==> config.mk <==
export PLATFORM = sky130hd
export DESIGN_NAME = pwm_fast_timer
export DESIGN_NICKNAME = d
export VERILOG_FILES = /design/src/rtl/pwm_timer_pkg.sv /design/src/rtl/pwm_counter.sv /design/src/rtl/pwm_channel.sv /design/src/rtl/pwm_fast_timer.sv
export SDC_FILE = /design/constraint.sdc
export NUM_CORES = 1
export LEC_CHECK = 0
export BUFFER_PORTS_ARGS = -buffer_cell sky130_fd_sc_hd__buf_2
export CAP_MARGIN = 15
export CORE_ASPECT_RATIO = 0.8
export CORE_MARGIN = 3
export CORE_UTILIZATION = 35
export DETAILED_ROUTE_END_ITERATION = 8
export MAX_ROUTING_LAYER = met4
export REMOVE_ABC_BUFFERS = 1
export SYNTH_ARGS = -nofsm -noshare
export SYNTH_HDL_FRONTEND = slang
export SYNTH_SLANG_ARGS = --single-unit
==> constraint.sdc <==
create_clock -name clk -period 2.2 [get_ports clk]
set_input_delay 0.11 -clock clk [delete_from_list [all_inputs] [get_ports clk]]
set_output_delay 0.11 -clock clk [all_outputs]
set_load 0.005 [all_outputs]
==> src/rtl/pwm_timer_pkg.sv <==
package pwm_timer_pkg;
  localparam int CNT_W   = 16;
  localparam int NUM_CH  = 2;
  localparam int ADDR_W  = 3;
  localparam int SEL_W   = 3;
  localparam int MODE_W  = 2;
  localparam int CTRL_W  = SEL_W + NUM_CH * MODE_W;
  localparam int FLAG_W  = NUM_CH + 2;
  localparam int F_OVF   = 0;
  localparam int F_CMP0  = 1;
  localparam int F_CAP   = NUM_CH + 1;

  localparam logic [ADDR_W-1:0] ADR_CTRL   = 3'd0;
  localparam logic [ADDR_W-1:0] ADR_CMP0   = 3'd1;
  localparam logic [ADDR_W-1:0] ADR_PERIOD = 3'(1 + NUM_CH);
  localparam logic [ADDR_W-1:0] ADR_FCLR   = 3'(2 + NUM_CH);

  typedef logic [CNT_W-1:0] cnt_t;

  typedef enum logic [SEL_W-1:0] {
    SEL_FIX8   = 3'd0,
    SEL_FIX9   = 3'd1,
    SEL_FIX10  = 3'd2,
    SEL_PERIOD = 3'd3,
    SEL_CMPA   = 3'd4
  } top_sel_e;

  localparam logic [MODE_W-1:0] MODE_NONINV = 2'b10;
  localparam logic [MODE_W-1:0] MODE_INV    = 2'b11;

  // Width mask of a fixed end value; also the fixed end value itself.
  function automatic cnt_t fixed_mask(input logic [SEL_W-1:0] sel);
    case (sel)
      SEL_FIX8:  return cnt_t'(16'h00FF);
      SEL_FIX9:  return cnt_t'(16'h01FF);
      SEL_FIX10: return cnt_t'(16'h03FF);
      default:   return '1;
    endcase
  endfunction

  function automatic cnt_t pick_top(input logic [SEL_W-1:0] sel,
                                    input cnt_t period, input cnt_t cmpa);
    case (sel)
      SEL_PERIOD: return period;
      SEL_CMPA:   return cmpa;
      default:    return fixed_mask(sel);
    endcase
  endfunction
endpackage

==> src/rtl/pwm_counter.sv <==
module pwm_counter #(
  parameter int W = 16
) (
  input  logic         clk,
  input  logic         rst,
  input  logic         en,
  input  logic [W-1:0] top,
  output logic [W-1:0] cnt,
  output logic         top_hit,
  output logic         wrap
);
  assign top_hit = en && (cnt == top);
  assign wrap    = top_hit || (en && (cnt == {W{1'b1}}));

  always_ff @(posedge clk) begin
    if (rst)          cnt <= '0;
    else if (top_hit) cnt <= '0;
    else if (en)      cnt <= cnt + 1'b1;
  end

  a_r3_wrap_to_zero: assert property (@(posedge clk) disable iff (rst)
    top_hit |=> (cnt == '0));
  a_r3_hold: assert property (@(posedge clk) disable iff (rst)
    !en |=> $stable(cnt));
  a_r8_run_on: assert property (@(posedge clk) disable iff (rst)
    (en && (cnt > top)) |=> (cnt == $past(cnt + 1'b1)));
  a_r1_reset: assert property (@(posedge clk)
    rst |=> (cnt == '0));
endmodule

==> src/rtl/pwm_channel.sv <==
module pwm_channel #(
  parameter int W = 16
) (
  input  logic         clk,
  input  logic         rst,
  input  logic         en,
  input  logic [W-1:0] cnt,
  input  logic         wrap,
  input  logic         load,
  input  logic         wr,
  input  logic [W-1:0] wr_val,
  input  logic [1:0]   mode,
  output logic [W-1:0] cmp_act,
  output logic         match,
  output logic         pin
);
  import pwm_timer_pkg::*;

  logic [W-1:0] cmp_buf;
  logic         lvl;   // non-inverted waveform level

  always_ff @(posedge clk) begin
    if (rst) begin
      cmp_buf <= '0;
      cmp_act <= '0;
    end else begin
      if (wr)   cmp_buf <= wr_val;
      if (load) cmp_act <= cmp_buf;
    end
  end

  assign match = en && (cnt == cmp_act);

  always_ff @(posedge clk) begin
    if (rst)        lvl <= 1'b0;
    else if (wrap)  lvl <= 1'b1;
    else if (match) lvl <= 1'b0;
  end

  always_comb begin
    case (mode)
      MODE_NONINV: pin = lvl;
      MODE_INV:    pin = ~lvl;
      default:     pin = 1'b0;
    endcase
  end

  a_r7_buffer_load: assert property (@(posedge clk) disable iff (rst)
    load |=> (cmp_act == $past(cmp_buf)));
  a_r7_no_early_load: assert property (@(posedge clk) disable iff (rst)
    !load |=> $stable(cmp_act));
  a_r6_bottom_set: assert property (@(posedge clk) disable iff (rst)
    wrap |=> lvl);
  a_r6_match_clear: assert property (@(posedge clk) disable iff (rst)
    (match && !wrap) |=> !lvl);
  a_r11_level_hold: assert property (@(posedge clk) disable iff (rst)
    (!match && !wrap) |=> $stable(lvl));
endmodule

==> src/rtl/pwm_fast_timer.sv <==
module pwm_fast_timer
  import pwm_timer_pkg::*;
(
  input  logic                clk,
  input  logic                rst,
  input  logic                en,
  input  logic                wr_en,
  input  logic [ADDR_W-1:0]   wr_addr,
  input  logic [CNT_W-1:0]    wr_data,
  output logic [CNT_W-1:0]    cnt,
  output logic [NUM_CH-1:0]   pwm_out,
  output logic [FLAG_W-1:0]   flags
);
  logic [CTRL_W-1:0] ctrl;
  cnt_t              period;
  cnt_t              top;
  cnt_t              cmp_act [NUM_CH];
  logic [NUM_CH-1:0] match;
  logic              top_hit;
  logic              wrap;
  logic [SEL_W-1:0]  sel;
  cnt_t              wr_masked;
  logic [FLAG_W-1:0] flag_set;
  logic [FLAG_W-1:0] flag_clr;

  assign sel       = ctrl[SEL_W-1:0];
  assign top       = pick_top(sel, period, cmp_act[0]);
  assign wr_masked = wr_data & fixed_mask(sel);

  always_ff @(posedge clk) begin
    if (rst) begin
      ctrl   <= '0;
      period <= '0;
    end else if (wr_en) begin
      if (wr_addr == ADR_CTRL)   ctrl   <= wr_data[CTRL_W-1:0];
      if (wr_addr == ADR_PERIOD) period <= wr_data;
    end
  end

  pwm_counter #(.W(CNT_W)) u_counter (
    .clk(clk), .rst(rst), .en(en), .top(top),
    .cnt(cnt), .top_hit(top_hit), .wrap(wrap)
  );

  for (genvar i = 0; i < NUM_CH; i++) begin : g_ch
    logic ch_wr;
    assign ch_wr = wr_en && (wr_addr == ADDR_W'(ADR_CMP0 + i));
    pwm_channel #(.W(CNT_W)) u_ch (
      .clk(clk), .rst(rst), .en(en), .cnt(cnt), .wrap(wrap),
      .load(top_hit), .wr(ch_wr), .wr_val(wr_masked),
      .mode(ctrl[SEL_W + MODE_W*i +: MODE_W]),
      .cmp_act(cmp_act[i]), .match(match[i]), .pin(pwm_out[i])
    );
    assign flag_set[F_CMP0 + i] = match[i];
  end

  assign flag_set[F_OVF] = top_hit;
  assign flag_set[F_CAP] = top_hit && (sel == SEL_PERIOD);
  assign flag_clr = (wr_en && (wr_addr == ADR_FCLR)) ? wr_data[FLAG_W-1:0] : '0;

  always_ff @(posedge clk) begin
    if (rst) flags <= '0;
    else     flags <= (flags & ~flag_clr) | flag_set;
  end

  a_r4_ovf_flag: assert property (@(posedge clk) disable iff (rst)
    top_hit |=> flags[F_OVF]);
  a_r4_cap_flag: assert property (@(posedge clk) disable iff (rst)
    (top_hit && (sel == SEL_PERIOD)) |=> flags[F_CAP]);
  a_r4_cmpa_with_ovf: assert property (@(posedge clk) disable iff (rst)
    (top_hit && (sel == SEL_CMPA)) |=> (flags[F_OVF] && flags[F_CMP0]));
  a_r10_sticky: assert property (@(posedge clk) disable iff (rst)
    (flags[F_OVF] && !flag_clr[F_OVF]) |=> flags[F_OVF]);
  a_r10_clear: assert property (@(posedge clk) disable iff (rst)
    (flag_clr[F_OVF] && !top_hit) |=> !flags[F_OVF]);
  a_r1_reset_flags: assert property (@(posedge clk)
    rst |=> (flags == '0 && pwm_out == '0));
endmodule

==> Yosys cells after proc, flatten, opt, wreduce, memory -nomap -nowiden <==
Cells that the tools add are included.
{ "totals": {"register_bits": 109, "out_inout_bits": 22, "in_bits": 23, "wordCells": 58} }
{ "classes": {"n_mux": 9, "add_sub_neg": 1, "eq_ne": 16, "n_reduce_logical": 16, "bitwise_logic": 6} }
{ "op_table": {"columns": ["cell", "n"], "rows": [
  ["16-bit == test", 3],
  ["16-bit case mux with 3 select lines", 1],
  ["16-bit case mux with 2 select lines", 1],
  ["16-bit by 1-bit adder with 16-bit output, second input constant", 1],
  ["16-bit bitwise AND", 1],
  ["16-bit == test, second input constant", 1],
  ["3-bit by 2-bit == test with 1-bit output, second input constant", 4],
  ["2-bit == test, second input constant", 4],
  ["1-bit logical AND", 8],
  ["3-bit by 1-bit == test with 1-bit output, second input constant", 2],
  ["3-bit == test, second input constant", 2],
  ["3-bit logical NOT", 2],
  ["4-bit bitwise AND", 1],
  ["1-bit 2-to-1 mux", 4],
  ["4-bit 2-to-1 mux", 1],
  ["4-bit NOT", 1],
  ["4-bit OR", 1],
  ["1-bit case mux with 2 select lines", 2],
  ["2-bit AND reduction", 2],
  ["2-bit nonzero test", 2],
  ["1-bit NOT", 2],
  ["2-bit OR reduction", 1],
  ["1-bit logical OR", 1]
]} }

==> Depth between registers and ports, before layout <==
Gate-level depths: netlist of the first run.
{ "logic_depth": {"word_depth": 7, "ltp_mapped": 11, "depth_no_buf": 7} }

==> Cells and area by module <==
A second synthesis of the first run with hierarchy kept.
{ "unflattened": {"cells_unflattened": 544, "area_unflattened_um2": 5039.8} }
{ "modules_own_cells": {"columns": ["mod", "cells_each", "instances", "seq_area_each_um2", "area_each_um2"], "rows": [
  ["pwm_channel", 138, 2, 660.6, 1381.3],
  ["pwm_fast_timer", 163, 1, 540.5, 1371.3],
  ["pwm_counter", 105, 1, 320.3, 905.9]
]} }

==> Least setup slack after synthesis of the first run <==
No wires, ideal clock.
{ "synth_timing": {"kind": "reg2reg", "from": "register u_counter.cnt[9]", "to": "register g_ch[0].u_ch.cmp_act[10]", "path_slack_ns": -0.170, "stages_incl_launch_ff": 9, "period_less_slack_ns": 2.370, "path_buffers": 3, "required_time_ns": 2.128, "arrival_time_ns": 2.298, "setup_ns": 0.072, "cell_sequence": "dfxtp_1 clkbuf_1 mux2i_1 o211ai_1 or4_1 nor4_2 buf_6 buf_6 mux2i_1"} }
{ "synth_via": {"elab_chain_cells": 2} }
{ "synth_rtl": {"columns": ["item", "line_no", "source"], "rows": [
  ["start, declared", "pwm_counter.sv:8", "output logic [W-1:0] cnt,"],
  ["start signal, assigned", "pwm_counter.sv:18", "else if (en) cnt <= cnt + 1'b1;"],
  ["16-bit == test", "pwm_counter.sv:12", "assign top_hit = en && (cnt == top);"],
  ["1-bit logical AND", "pwm_counter.sv:12", null],
  ["end signal, assigned", "pwm_channel.sv:28", "if (load) cmp_act <= cmp_buf;"],
  ["end, declared", "pwm_channel.sv:13", "output logic [W-1:0] cmp_act,"]
]} }
Every way passes these cells.
A chain may end at the register's enable or synchronous reset.

==> Worst setup path in the final report of the first run <==
{ "layout_timing": {"from": "register ctrl[0]", "to": "register g_ch[1].u_ch.cmp_act[5]"} }
{ "layout_via": {"elab_chain_cells": 5, "elab_cells_between_ends": 9, "cone_classes": "5 x eq/ne; 2 x mux; 2 x reduce/logical"} }
{ "layout_rtl": {"columns": ["item", "line_no", "source"], "rows": [
  ["start, declared", "pwm_fast_timer.sv:14", "logic [CTRL_W-1:0] ctrl;"],
  ["start signal, assigned", "pwm_fast_timer.sv:35", "if (wr_addr == ADR_CTRL) ctrl <= wr_data[CTRL_W-1:0];"],
  ["3-bit by 2-bit == test with 1-bit output (tied with other cells)", "pwm_timer_pkg.sv:33", "case (sel)"],
  ["16-bit case mux with 3 select lines", "pwm_timer_pkg.sv:33", null],
  ["16-bit case mux with 2 select lines (*)", "pwm_timer_pkg.sv:43", "case (sel)"],
  ["16-bit == test (*)", "pwm_counter.sv:12", null],
  ["1-bit logical AND (*)", "pwm_counter.sv:12", null],
  ["end signal, assigned", "pwm_channel.sv:28", null],
  ["end, declared", "pwm_channel.sv:13", null]
]} }
Every way passes the cells marked *; elsewhere a longest branch is shown, timed or not.

==> out/results.ini, run 1 <==
[status]
outcome = complete, but fails checks
violations = setup timing

[critical_path]
critPathTopFamily = simple AND/OR/NAND/NOR gates
crit_path_max_fanout = 10
crit_chain = buf_12, nor4bb_1, nor2b_1, o2111ai_1, or4_4, nor4_4, buf_6, buf_12, mux2i_1
cp-start-kind = register
cpMostUsedCell = buf_12
worstPathRequired_ps = 2480
slowest_delay_ps = 530
critical-path-slowest-cell = or4_4
worstSetupPathType = register to register
endpoint_kind = register
path_buf_inv = 3
arrival_ps = 2630

[power_and_ir_drop]
power_mw = 4.00
vdd_drop_max_mv = 0.473
p_leak_nw = 2.38
power.density_mw_per_mm2 = 609

[route]
drc = 0
avgViaCountPerCell = 5.11
wire_per_inst_um = 17.0
drtIter0Drc = 279
drtAntennaViolNets = 0
drtPass1Iterations = 4
vias = 4537
wirelength_um = 15100

[placement]
pre_cts_ws_ps = -263
dp.cells = 864
dpl_cell_area_mm2 = 0.00601
hpwl_um = 10800
io_buffer_count = 44
gp_congestion = 0.958

[floorplan]
die_area_mm2 = 0.0167
io-pin-count = 45
start_util_pct = 36.5
die_y_um = 116
coreArea_mm2 = 0.0146
die_width_um = 144
rows = 39

[cts]
htree_levels = 3
cts.clk_slew.worst_paths_ps = 80
clock_latency_ps = 350
cts_hold_buf = 0
cts_sinks = 109
cts_buffer_depth = 2
cts_tree = yes
root_buffer = clkbuf_16
cts-buffers-inserted = 9

[global_route]
grt_start_max_net_pins = 71
grt_use_total_pct = 19.2
grt_pass1_vias = 4491
grt_use_met3_pct = 3.36
antenna_found_initial = 0
met2_usage_pct = 29.0
grt_pass1_wl_um = 24100
grt_overflow = 0
grt_util_met1_pct = 26.7
gr-max-usage-layer = met2

[sta]
fmax_mhz = 425
worst_pin_slew_ps = 682
setup_tns_ps = -5240
setup-violations-final = 52
final_hold_viol_count = 0
drv_slew = 0
fin_hold_ws_ps = 15.5
min_period_over_period_pct = 107
fin_worst_skew_ps = 10.2
finalWorstSetupSlack_ps = -151
rsz0062_at_grt = true
min_period_ps = 2350
slew_headroom_pct = 54.5

[logic_synthesis]
synthArstFlopShare_pct = 0
synth_fa_ha_area_share_pct = 0.235
ys_ff_latch = 109
ys.flop_type = dfxtp_1
yosys.cell_types.count = 45
ys.warnings.count = 0
synth_area_mm2 = 0.00532
ys_seq_area_share_pct = 41.0
synth_compound_area_share_pct = 9.64
synth_xor_area_share_pct = 9.21
netlist_instances = 642
synth-simple-area-share_pct = 27.0
syn_area_per_cell_um2 = 8.29
muxShareOfSynthArea_pct = 7.71
synth_edf_count = 0
synth_top_family_by_area = simple AND/OR/NAND/NOR gates

[min_path]
hold_path.class = input port to register

[layout]
final_util_pct = 45.1
fin_cells = 888
drive_above_1_share_pct = 21.7
insertedDiodeCount = 0
final_area_mm2 = 0.00658
layout-area-overhead-vs-synth_pct = 23.5
final_nets = 723
n_fill_cell = 1413

[job]
cap_violations = 0

==> flip-flops by register name, summed over array words and instances, names as in the netlist <==
signal and count:
g_ch.u_ch.lvl 2, g_ch.u_ch.cmp_act 32, flags 4, period 16, u_counter.cnt 16, ctrl 7
g_ch.u_ch.cmp_buf 32
==> worst min-delay path, cell delays in order <==
cell and delay (ps):
buf_2 110, nand2_1 50, a21oi_1 50
==> power by group <==
group | total, mW | internal, mW | switching [mW]
combinational | 0.265 | 0.113 | 0.152
sequential | 2.01 | 1.99 | 0.0211
clock | 1.73 | 0.961 | 0.764
total | 4.00 | 3.07 | 0.937
==> final timing paths <==
path                                                           start  slack (ps)  cells past startpoint                              endpoint
worst min register to register  g_ch[0].u_ch.cmp_buf[7]$_SDFFE_PP0P_         460                      2  g_ch[0].u_ch.cmp_buf[7]$_SDFFE_PP0P_
worst min-delay path                                      wr_data[7]          20                      3  g_ch[0].u_ch.cmp_buf[7]$_SDFFE_PP0P_
worst max-delay path                            ctrl[0]$_SDFFE_PP0P_        -150                      9  g_ch[1].u_ch.cmp_act[5]$_SDFFE_PP0P_
worst max register to register                  ctrl[0]$_SDFFE_PP0P_        -150                      9  g_ch[1].u_ch.cmp_act[5]$_SDFFE_PP0P_
==> layout make-up <==
| cell class | instances | area [um^2] | share of cell area, % |
|---|---|---|---|
| clock buffers | 11 | 253 | 3.84 |
| clock inverters | 5 | 63.8 | 0.970 |
| inverters | 5 | 18.8 | 0.285 |
| multi-input cells | 469 | 3020 | 45.9 |
| flip-flops and latches | 109 | 2190 | 33.4 |
| well taps | 184 | 230 | 3.50 |
| repair buffers | 105 | 796 | 12.1 |
==> logic make-up after synthesis <==
family / Yosys count
xor gates and xnor gates: 56
AOI/OAI and AO/OA: 92
buffers and inverters: 64
adders and majority gates: 1
DFF: 109
muxes: 41
and+or+nand+nor: 279
==> per-layer routing <==
layer | wire length (um) | part of all wire (%)
met4 | 208 | 1.4
met5 | 0 | 0
met3 | 957 | 6.3
met1 | 7260 | 48
met2 | 6710 | 44
==> repair_timing <==
item / CTS / global route
pin swaps: 4 / 11
resized for setup: 13 / 28
setup endpoints to repair: 52 / 52
setup buffers: 5 / 3
gates cloned: 1 / 0
==> cells in the final DEF, fill, tap and decap left out, types with 4 or more instances in the layout <==
cell type	instances
o22ai_2	8
a21oi_1	63
nor3_4	4
mux2i_1	41
nor2_1	27
nand3_1	19
nand3b_1	5
nand2_1	94
clkbuf_16	9
buf_2	43
nor3_1	13
nand2b_1	71
nor4_1	4
xnor2_1	39
xor2_1	17
buf_4	50
buf_12	8
nand4_1	14
inv_1	5
nor3_2	5
dfxtp_1	106
buf_6	4
==> cells in the mapped netlist, drive strengths merged (5+ instances only) <==
cell    count  area [um^2]
nand3      19         95.1
nand4      14         87.6
xnor2      39          342
a21oi      63          315
mux2i      41          410
nand2      95          357
clkbuf     41          154
nand2b     71          444
nor2       27          101
nor3       22          110
buf        18          105
nor4        5         37.5
inv         5         18.8
o22ai      10         62.6
xor2       17          149
nand3b      6         57.6
dfxtp     109         2180
o21ai       8         40.0
Note: power is estimated with default switching activity, not from simulation.
==> run 2: changes to the inputs <==
GPL_TIMING_DRIVEN = 0   (was not set)
SKIP_CTS_REPAIR_TIMING = 1   (was not set)
==> run 2 against run 1 <==
The run still ends with setup timing left. Cell count fell by 3.7%. Combinational power fell by 5%. Hold slack improved by 8.1 ps. Global-route usage fell by 1.7 points. Sequential power barely moved. Count of clock-buffer cells in the layout did not move. Sequential cell count did not move. Maximum frequency fell by 7.4%. Cell area fell by 2.6%. Die area did not move.
==> out/results.ini, run 2 (synthesized netlist as in run 1, its figures left out) <==
[global_route]
grt_start_max_net_pins = 78  ; +9.9%
grt_util_met1_pct = 25.6  ; -1.1 points
gr-max-usage-layer = met1
antenna_found_initial = 0  ; unchanged
grt_pass1_vias = 4178  ; -7.0%
met2_usage_pct = 25.2  ; -3.8 points
grt_overflow = 0  ; unchanged
grt_use_total_pct = 17.5  ; -1.7 points
grt_pass1_wl_um = 22300  ; -7.7%
grt_use_met3_pct = 3.32  ; -0.041 points

[floorplan]
io-pin-count = 45  ; unchanged
die_area_mm2 = 0.0167  ; unchanged
start_util_pct = 36.5  ; unchanged
coreArea_mm2 = 0.0146  ; unchanged
die_width_um = 144  ; unchanged
rows = 39  ; unchanged
die_y_um = 116  ; unchanged

[power_and_ir_drop]
p_leak_nw = 2.20  ; -7.4%
vdd_drop_max_mv = 0.365  ; -23%
power.density_mw_per_mm2 = 610  ; +0.18%

[route]
wirelength_um = 14800  ; -2.4%
vias = 4435  ; -2.2%
avgViaCountPerCell = 5.19  ; +1.5%
wire_per_inst_um = 17.3  ; +1.4%
drtPass1Iterations = 5  ; +1
drc = 0  ; unchanged
drtIter0Drc = 479  ; +72%
drtAntennaViolNets = 0  ; unchanged

[sta]
slew_headroom_pct = 31.8  ; -23 points
setup-violations-final = 52  ; unchanged
fin_hold_ws_ps = 23.6  ; +8.09 ps
fin_worst_skew_ps = 9.45  ; -0.785 ps
finalWorstSetupSlack_ps = -338  ; -187 ps
rsz0062_at_grt = true
drv_slew = 0  ; unchanged
min_period_over_period_pct = 115  ; +8.5 points
worst_pin_slew_ps = 1020  ; +338 ps
fmax_mhz = 394  ; -7.4%
final_hold_viol_count = 0  ; unchanged
min_period_ps = 2540  ; +187 ps

[critical_path]
crit_path_max_fanout = 9  ; -1
r2r_slack_ps = -340  ; -190 ps
ff2ff_path_depth = 10  ; +1
worstPathRequired_ps = 2460  ; -20 ps
timing.rr.end = g_ch[1].u_ch.cmp_act[11]$_SDFFE_PP0P_
arrival_ps = 2800  ; +170 ps
worstSetupPathType = register to register
r2r-start = ctrl[1]$_SDFFE_PP0P_
cp-start-kind = register
endpoint_kind = register

[cts]
cts_tree = yes
cts.clk_slew.worst_paths_ps = 70  ; about the same
cts-buffers-inserted = 9  ; unchanged
htree_levels = 3  ; unchanged
cts_buffer_depth = 2  ; unchanged
cts_sinks = 109  ; unchanged
clock_latency_ps = 350  ; about the same
root_buffer = clkbuf_16

[layout]
layout_common_cells = dfxtp_1, nand2_1, nand2b_1, a21oi_1, buf_2
n_fill_cell = 1430  ; +1.2%
reg_top3 = g_ch.u_ch.cmp_act: 32 flops, g_ch.u_ch.cmp_buf: 32 flops
layout-area-overhead-vs-synth_pct = 20.3
final_nets = 690  ; -4.6%
layout.cells.most_common = dfxtp_1
multiInputGateArea_mm2 = 0.00307  ; +1.6%
regArea_mm2 = 0.00220  ; +0.29%
insertedDiodeCount = 0  ; unchanged
drive_above_1_share_pct = 18.6  ; -3.1 points

[min_path]
hold_path.class = input port to register
hp-start = wr_data[10]
holdPathStages = 3  ; unchanged
whs_endpoint = period[10]$_SDFFE_PP0P_

[status]
violations = setup timing
outcome = complete, but fails checks

[job]
cap_violations = 0  ; unchanged

[placement]
io_buffer_count = 44  ; unchanged
hpwl_um = 9450  ; -12%
pre_cts_ws_ps = -1760  ; -1500 ps
gp_congestion = 0.873  ; -8.9%

==> run 2: power by group <==
part           leakage (nW)  internal, mW  switching (mW)
sequential            0.884          1.99          0.0256
clock                 0.140         0.889           0.747
combinational          1.18         0.101           0.152
total                  2.20          2.98           0.924
==> run 2: critical path, stage by stage (launching register included) <==
cell      delay [ps]
dfxtp_4          360
buf_12           130
nand3b_4         180
o21ai_1          200
xnor2_1           90
or4_4            530
nor4_4           310
buf_6            180
buf_12           130
buf_12           120
mux2i_2          210
==> run 2: worst max-delay path by stage <==
| stage | startpoint | end | slack [ps] | cells past startpoint |
|---|---|---|---|---|
| 6_report | ctrl[1]$_SDFFE_PP0P_ | g_ch[1].u_ch.cmp_act[11]$_SDFFE_PP0P_ | -340 | 10 |
| 3_5_place_dp | ctrl[1]$_SDFFE_PP0P_ | g_ch[1].u_ch.cmp_act[12]$_SDFFE_PP0P_ | -1760 | 8 |
| 3_3_place_gp | ctrl[1]$_SDFFE_PP0P_ | g_ch[0].u_ch.cmp_act[9]$_SDFFE_PP0P_ | -5440 | 6 |
| 4_1_cts | ctrl[1]$_SDFFE_PP0P_ | g_ch[1].u_ch.cmp_act[12]$_SDFFE_PP0P_ | -1820 | 8 |
| 5_1_grt | ctrl[1]$_SDFFE_PP0P_ | g_ch[1].u_ch.cmp_act[11]$_SDFFE_PP0P_ | -430 | 10 |
| 2_1_floorplan | ctrl[1]$_SDFFE_PP0P_ | g_ch[0].u_ch.cmp_act[0]$_SDFFE_PP0P_ | -3240 | 6 |
==> run 2: area by class of cell <==
class / instances / area share, %
clock buffer: 11 / 3.63
clock inverter: 5 / 0.938
inverter: 5 / 0.293
multi-input combinational: 469 / 47.9
sequential: 109 / 34.3
tap: 184 / 3.59
timing repair buffer: 72 / 9.28
==> run 2: through the flow <==
step | power [mW] | setup TNS (ps) | instances | utilization, % | instance area, um^2
2_1_floorplan | 2.16 | -154100 | 583 | - | 5060
3_3_place_gp | 2.28 | -260050 | 811 | 37.8 | 5520
3_5_place_dp | 2.29 | -79450 | 818 | 38.5 | 5610
4_1_cts | 3.91 | -81950 | 834 | 40.5 | 5900
5_1_grt | 4.05 | -16740 | 855 | 43.9 | 6400
6_report | 3.91 | -12100 | 855 | 43.9 | 6400
==> run 2: per-layer routing <==
metal / vias to the layer above / routed length, um
met4: 0 / 143
met5: - / 0
met2: 142 / 6230
met3: 12 / 837
met1: 2090 / 7560
li1: 2191 / -
==> run 3: changes to the inputs <==
ABC_AREA = 1   (was not set)
CORE_UTILIZATION = 54   (was 35)
PLACE_DENSITY = 0.76   (was not set)
==> run 3 against run 2 <==
The run now ends clean. Synthesized area decreased by 1.3%. Cell count is 6.5% higher. Non-clock buffer count fell by 2. Sequential share of layout area rose by 1.7 points. Die area is 35% lower. First-iteration DRC count is 13% higher. Synthesized cell count grew 17%. Via count grew 15%. Setup slack improved by 390 ps. Cell area down 4.9%. Critical path type unchanged. Critical endpoint is now g_ch[1].u_ch.cmp_act[2]$_SDFFE_PP0P_.
==> out/results.ini, run 3 <==
[cts]
cts-buffers-inserted = 9  ; unchanged
cts.clk_slew.worst_paths_ps = 60  ; about the same
clock_latency_ps = 340  ; about the same
root_buffer = clkbuf_16
cts_tree = yes
htree_levels = 3  ; unchanged
cts_sinks = 109  ; unchanged
cts_buffer_depth = 2  ; unchanged

[logic_synthesis]
synth_edf_count = 0  ; unchanged
ys.warnings.count = 0  ; unchanged
synthTopCellsByArea = dfxtp_1, nand2_1, a21oi_1, o21ai_0, nor2_1
ys.flop_type = dfxtp_1
synthArstFlopShare_pct = 0  ; unchanged
yosysMostFrequentCell = nand2_1
synth_area_mm2 = 0.00525  ; -1.3%
netlist_instances = 754  ; +17%
ys_ff_latch = 109  ; unchanged
synth_top_area_cell = dfxtp_1
yosys.cell_types.count = 29  ; -36%
ys_seq_area_share_pct = 41.5  ; +0.55 points
syn_area_per_cell_um2 = 6.97  ; -16%
synth_top_cell_area_share_pct = 41.5  ; +0.55 points
synth.cells.most_frequent = nand2_1, dfxtp_1, a21oi_1

[route]
wirelength_um = 14400  ; -2.6%
drtPass1Iterations = 6  ; +1
vias = 5098  ; +15%
wire_per_inst_um = 15.8  ; -8.6%
drc = 0  ; unchanged
drtAntennaViolNets = 0  ; unchanged
drtIter0Drc = 540  ; +13%
avgViaCountPerCell = 5.60  ; +7.9%

[power_and_ir_drop]
p_comb_share_pct = 7.6  ; +1.1 points
p_switching_mw = 0.888  ; -4.0%
sw_frac_of_total_pct = 23.0  ; -0.71 points
p_int_mw = 2.98  ; about the same
vdd_drop_max_mv = 0.503  ; +38%
power.density_mw_per_mm2 = 635  ; +4.1%
p_leak_nw = 2.51  ; +14%
clock_power_share_pct = 39.7  ; -2.2 points
pwr-share-seq_pct = 52.7  ; +1.1 points

[global_route]
grt_pass1_wl_um = 21200  ; -4.9%
antenna_found_initial = 0  ; unchanged
grt_use_total_pct = 25.4  ; +7.9 points
grt_overflow = 0  ; unchanged
grt_start_max_net_pins = 66  ; -15%
grt_pass1_vias = 4287  ; +2.6%

[critical_path]
worstSetupPathType = register to register
arrival_ps = 2380  ; -420 ps
crit_chain = buf_4, nor2_4, buf_12, nand2_1, nand2_1, nand2_1, nand2_1, nor2_1, nand3_2, nor2_4, buf_4, buf_4, nand3b_1, nand2_1, nor2_1
r2r-start = ctrl[2]$_SDFFE_PP0P_
critical-path-slowest-cell = dfxtp_4
startpoint = ctrl[2]$_SDFFE_PP0P_
endpoint_kind = register
cpMostUsedCell = nand2_1
cp-start-kind = register
slowest_delay_ps = 380  ; -150 ps
worstPathRequired_ps = 2440  ; -20 ps
crit_path_max_fanout = 11  ; +2

[sta]
fmax_mhz = 466  ; +18%
min_period_ps = 2140  ; -393 ps
min_period_over_period_pct = 97.5  ; -18 points
worst_pin_slew_ps = 675  ; -344 ps
fin_worst_skew_ps = 6.34  ; -3.11 ps
setup-violations-final = 0  ; -100%
final_hold_viol_count = 0  ; unchanged
slew_headroom_pct = 54.8  ; +23 points
drv_slew = 0  ; unchanged

[placement]
io_buffer_count = 44  ; unchanged
dp.cells = 873  ; +6.7%
hpwl_um = 9300  ; -1.6%
dpl_cell_area_mm2 = 0.00547  ; -2.5%
gp_congestion = 0.921  ; +5.5%

[status]
outcome = completed

[layout]
insertedDiodeCount = 0  ; unchanged
fin_cells = 911  ; +6.5%
regArea_mm2 = 0.00219  ; -0.28%
drive_above_1_share_pct = 13.8  ; -4.8 points
layout.cells.most_common = nand2_1
n_fill_cell = 813  ; -43%
layout-area-overhead-vs-synth_pct = 16.0
final_area_mm2 = 0.00609  ; -4.9%
final_nets = 818  ; +19%
reg_top3 = g_ch.u_ch.cmp_act: 32 flops, g_ch.u_ch.cmp_buf: 32 flops
layout_common_cells = nand2_1, dfxtp_1, a21oi_1, nor2_1, inv_1
multiInputGateArea_mm2 = 0.00265  ; -14%

[min_path]
hp-start = wr_data[11]
hold_path.class = input port to register

[floorplan]
start_util_pct = 56.7  ; +20 points
die_area_mm2 = 0.0110  ; -35%
coreArea_mm2 = 0.00927  ; -36%
die_y_um = 94.2  ; -19%
rows = 31  ; -21%
die_width_um = 116  ; -19%
io-pin-count = 45  ; unchanged

[job]
cap_violations = 0  ; unchanged

[run 3: cell families after synthesis]
logic type / Yosys count / share of synthesized area (%)
AND/OR/NAND/NOR: 317 / 26.1
AO/OA/AOI/OAI: 177 / 17.5
flip-flops: 109 / 41.5
XOR/XNOR: 26 / 4.33
adder cells (fa/ha/maj): 1 / 0.238
buffers and inverters: 124 / 10.2
[run 3: final cells by class]
class	instances	share of cell area, %
repair buffers	70	8.65
multi-input cells	524	43.6
clock inverters	3	0.657
well taps	115	2.36
inverters	80	5.01
clock buffers	10	3.76
flip-flops and latches	109	36.0
[run 3: routing by layer]
layer	track usage (%)	wire length [um]	share of wire [%]
met2	36.0	6320	44
met3	4.89	1190	8.2
met4	5.51	214	1.5
met5	-	0	0
met1	37.3	6660	46
[run 3: power groups by stage]
stage	Combinational, mW	Sequential [mW]	Clock (mW)
after floorplan	0.165	2.08	0
after global placement	0.247	2.08	0
after detailed placement	0.255	2.09	0
after CTS	0.257	2.04	1.56
after global routing	0.329	2.04	1.64
final	0.294	2.04	1.53
[run 3: per-stage QoR]
stage               total power [mW]  util, %  hold WS (ps)  setup TNS, ps  setup WS, ps
floorplan                       2.24        -           179         -45950         -1150
global placement                2.33     58.0           331        -135290         -2620
detailed placement              2.34     59.0           344         -46590         -1190
CTS                             3.86     61.9         -18.0         -46360         -1200
global route                    4.01     65.7          73.5           -404         -34.1
finish                          3.87     65.7          53.7              0          55.2
[run 3: critical path: cells and delay by family, from the launching register on]
kind,cells,cell delay (ps)
simple gates,11,990
flops,1,380
buf+inv,4,660
[run 3: worst paths after layout]
| path | endpoint | slack [ps] | depth (start not counted) |
|---|---|---|---|
| worst max register to register | g_ch[1].u_ch.cmp_act[2]$_SDFFE_PP0P_ | 60 | 15 |
| worst min-delay path | g_ch[1].u_ch.cmp_buf[11]$_SDFFE_PP0P_ | 50 | 3 |
| worst max-delay path | g_ch[1].u_ch.cmp_act[2]$_SDFFE_PP0P_ | 60 | 15 |
| worst min register to register | g_ch[1].u_ch.cmp_buf[10]$_SDFFE_PP0P_ | 450 | 2 |
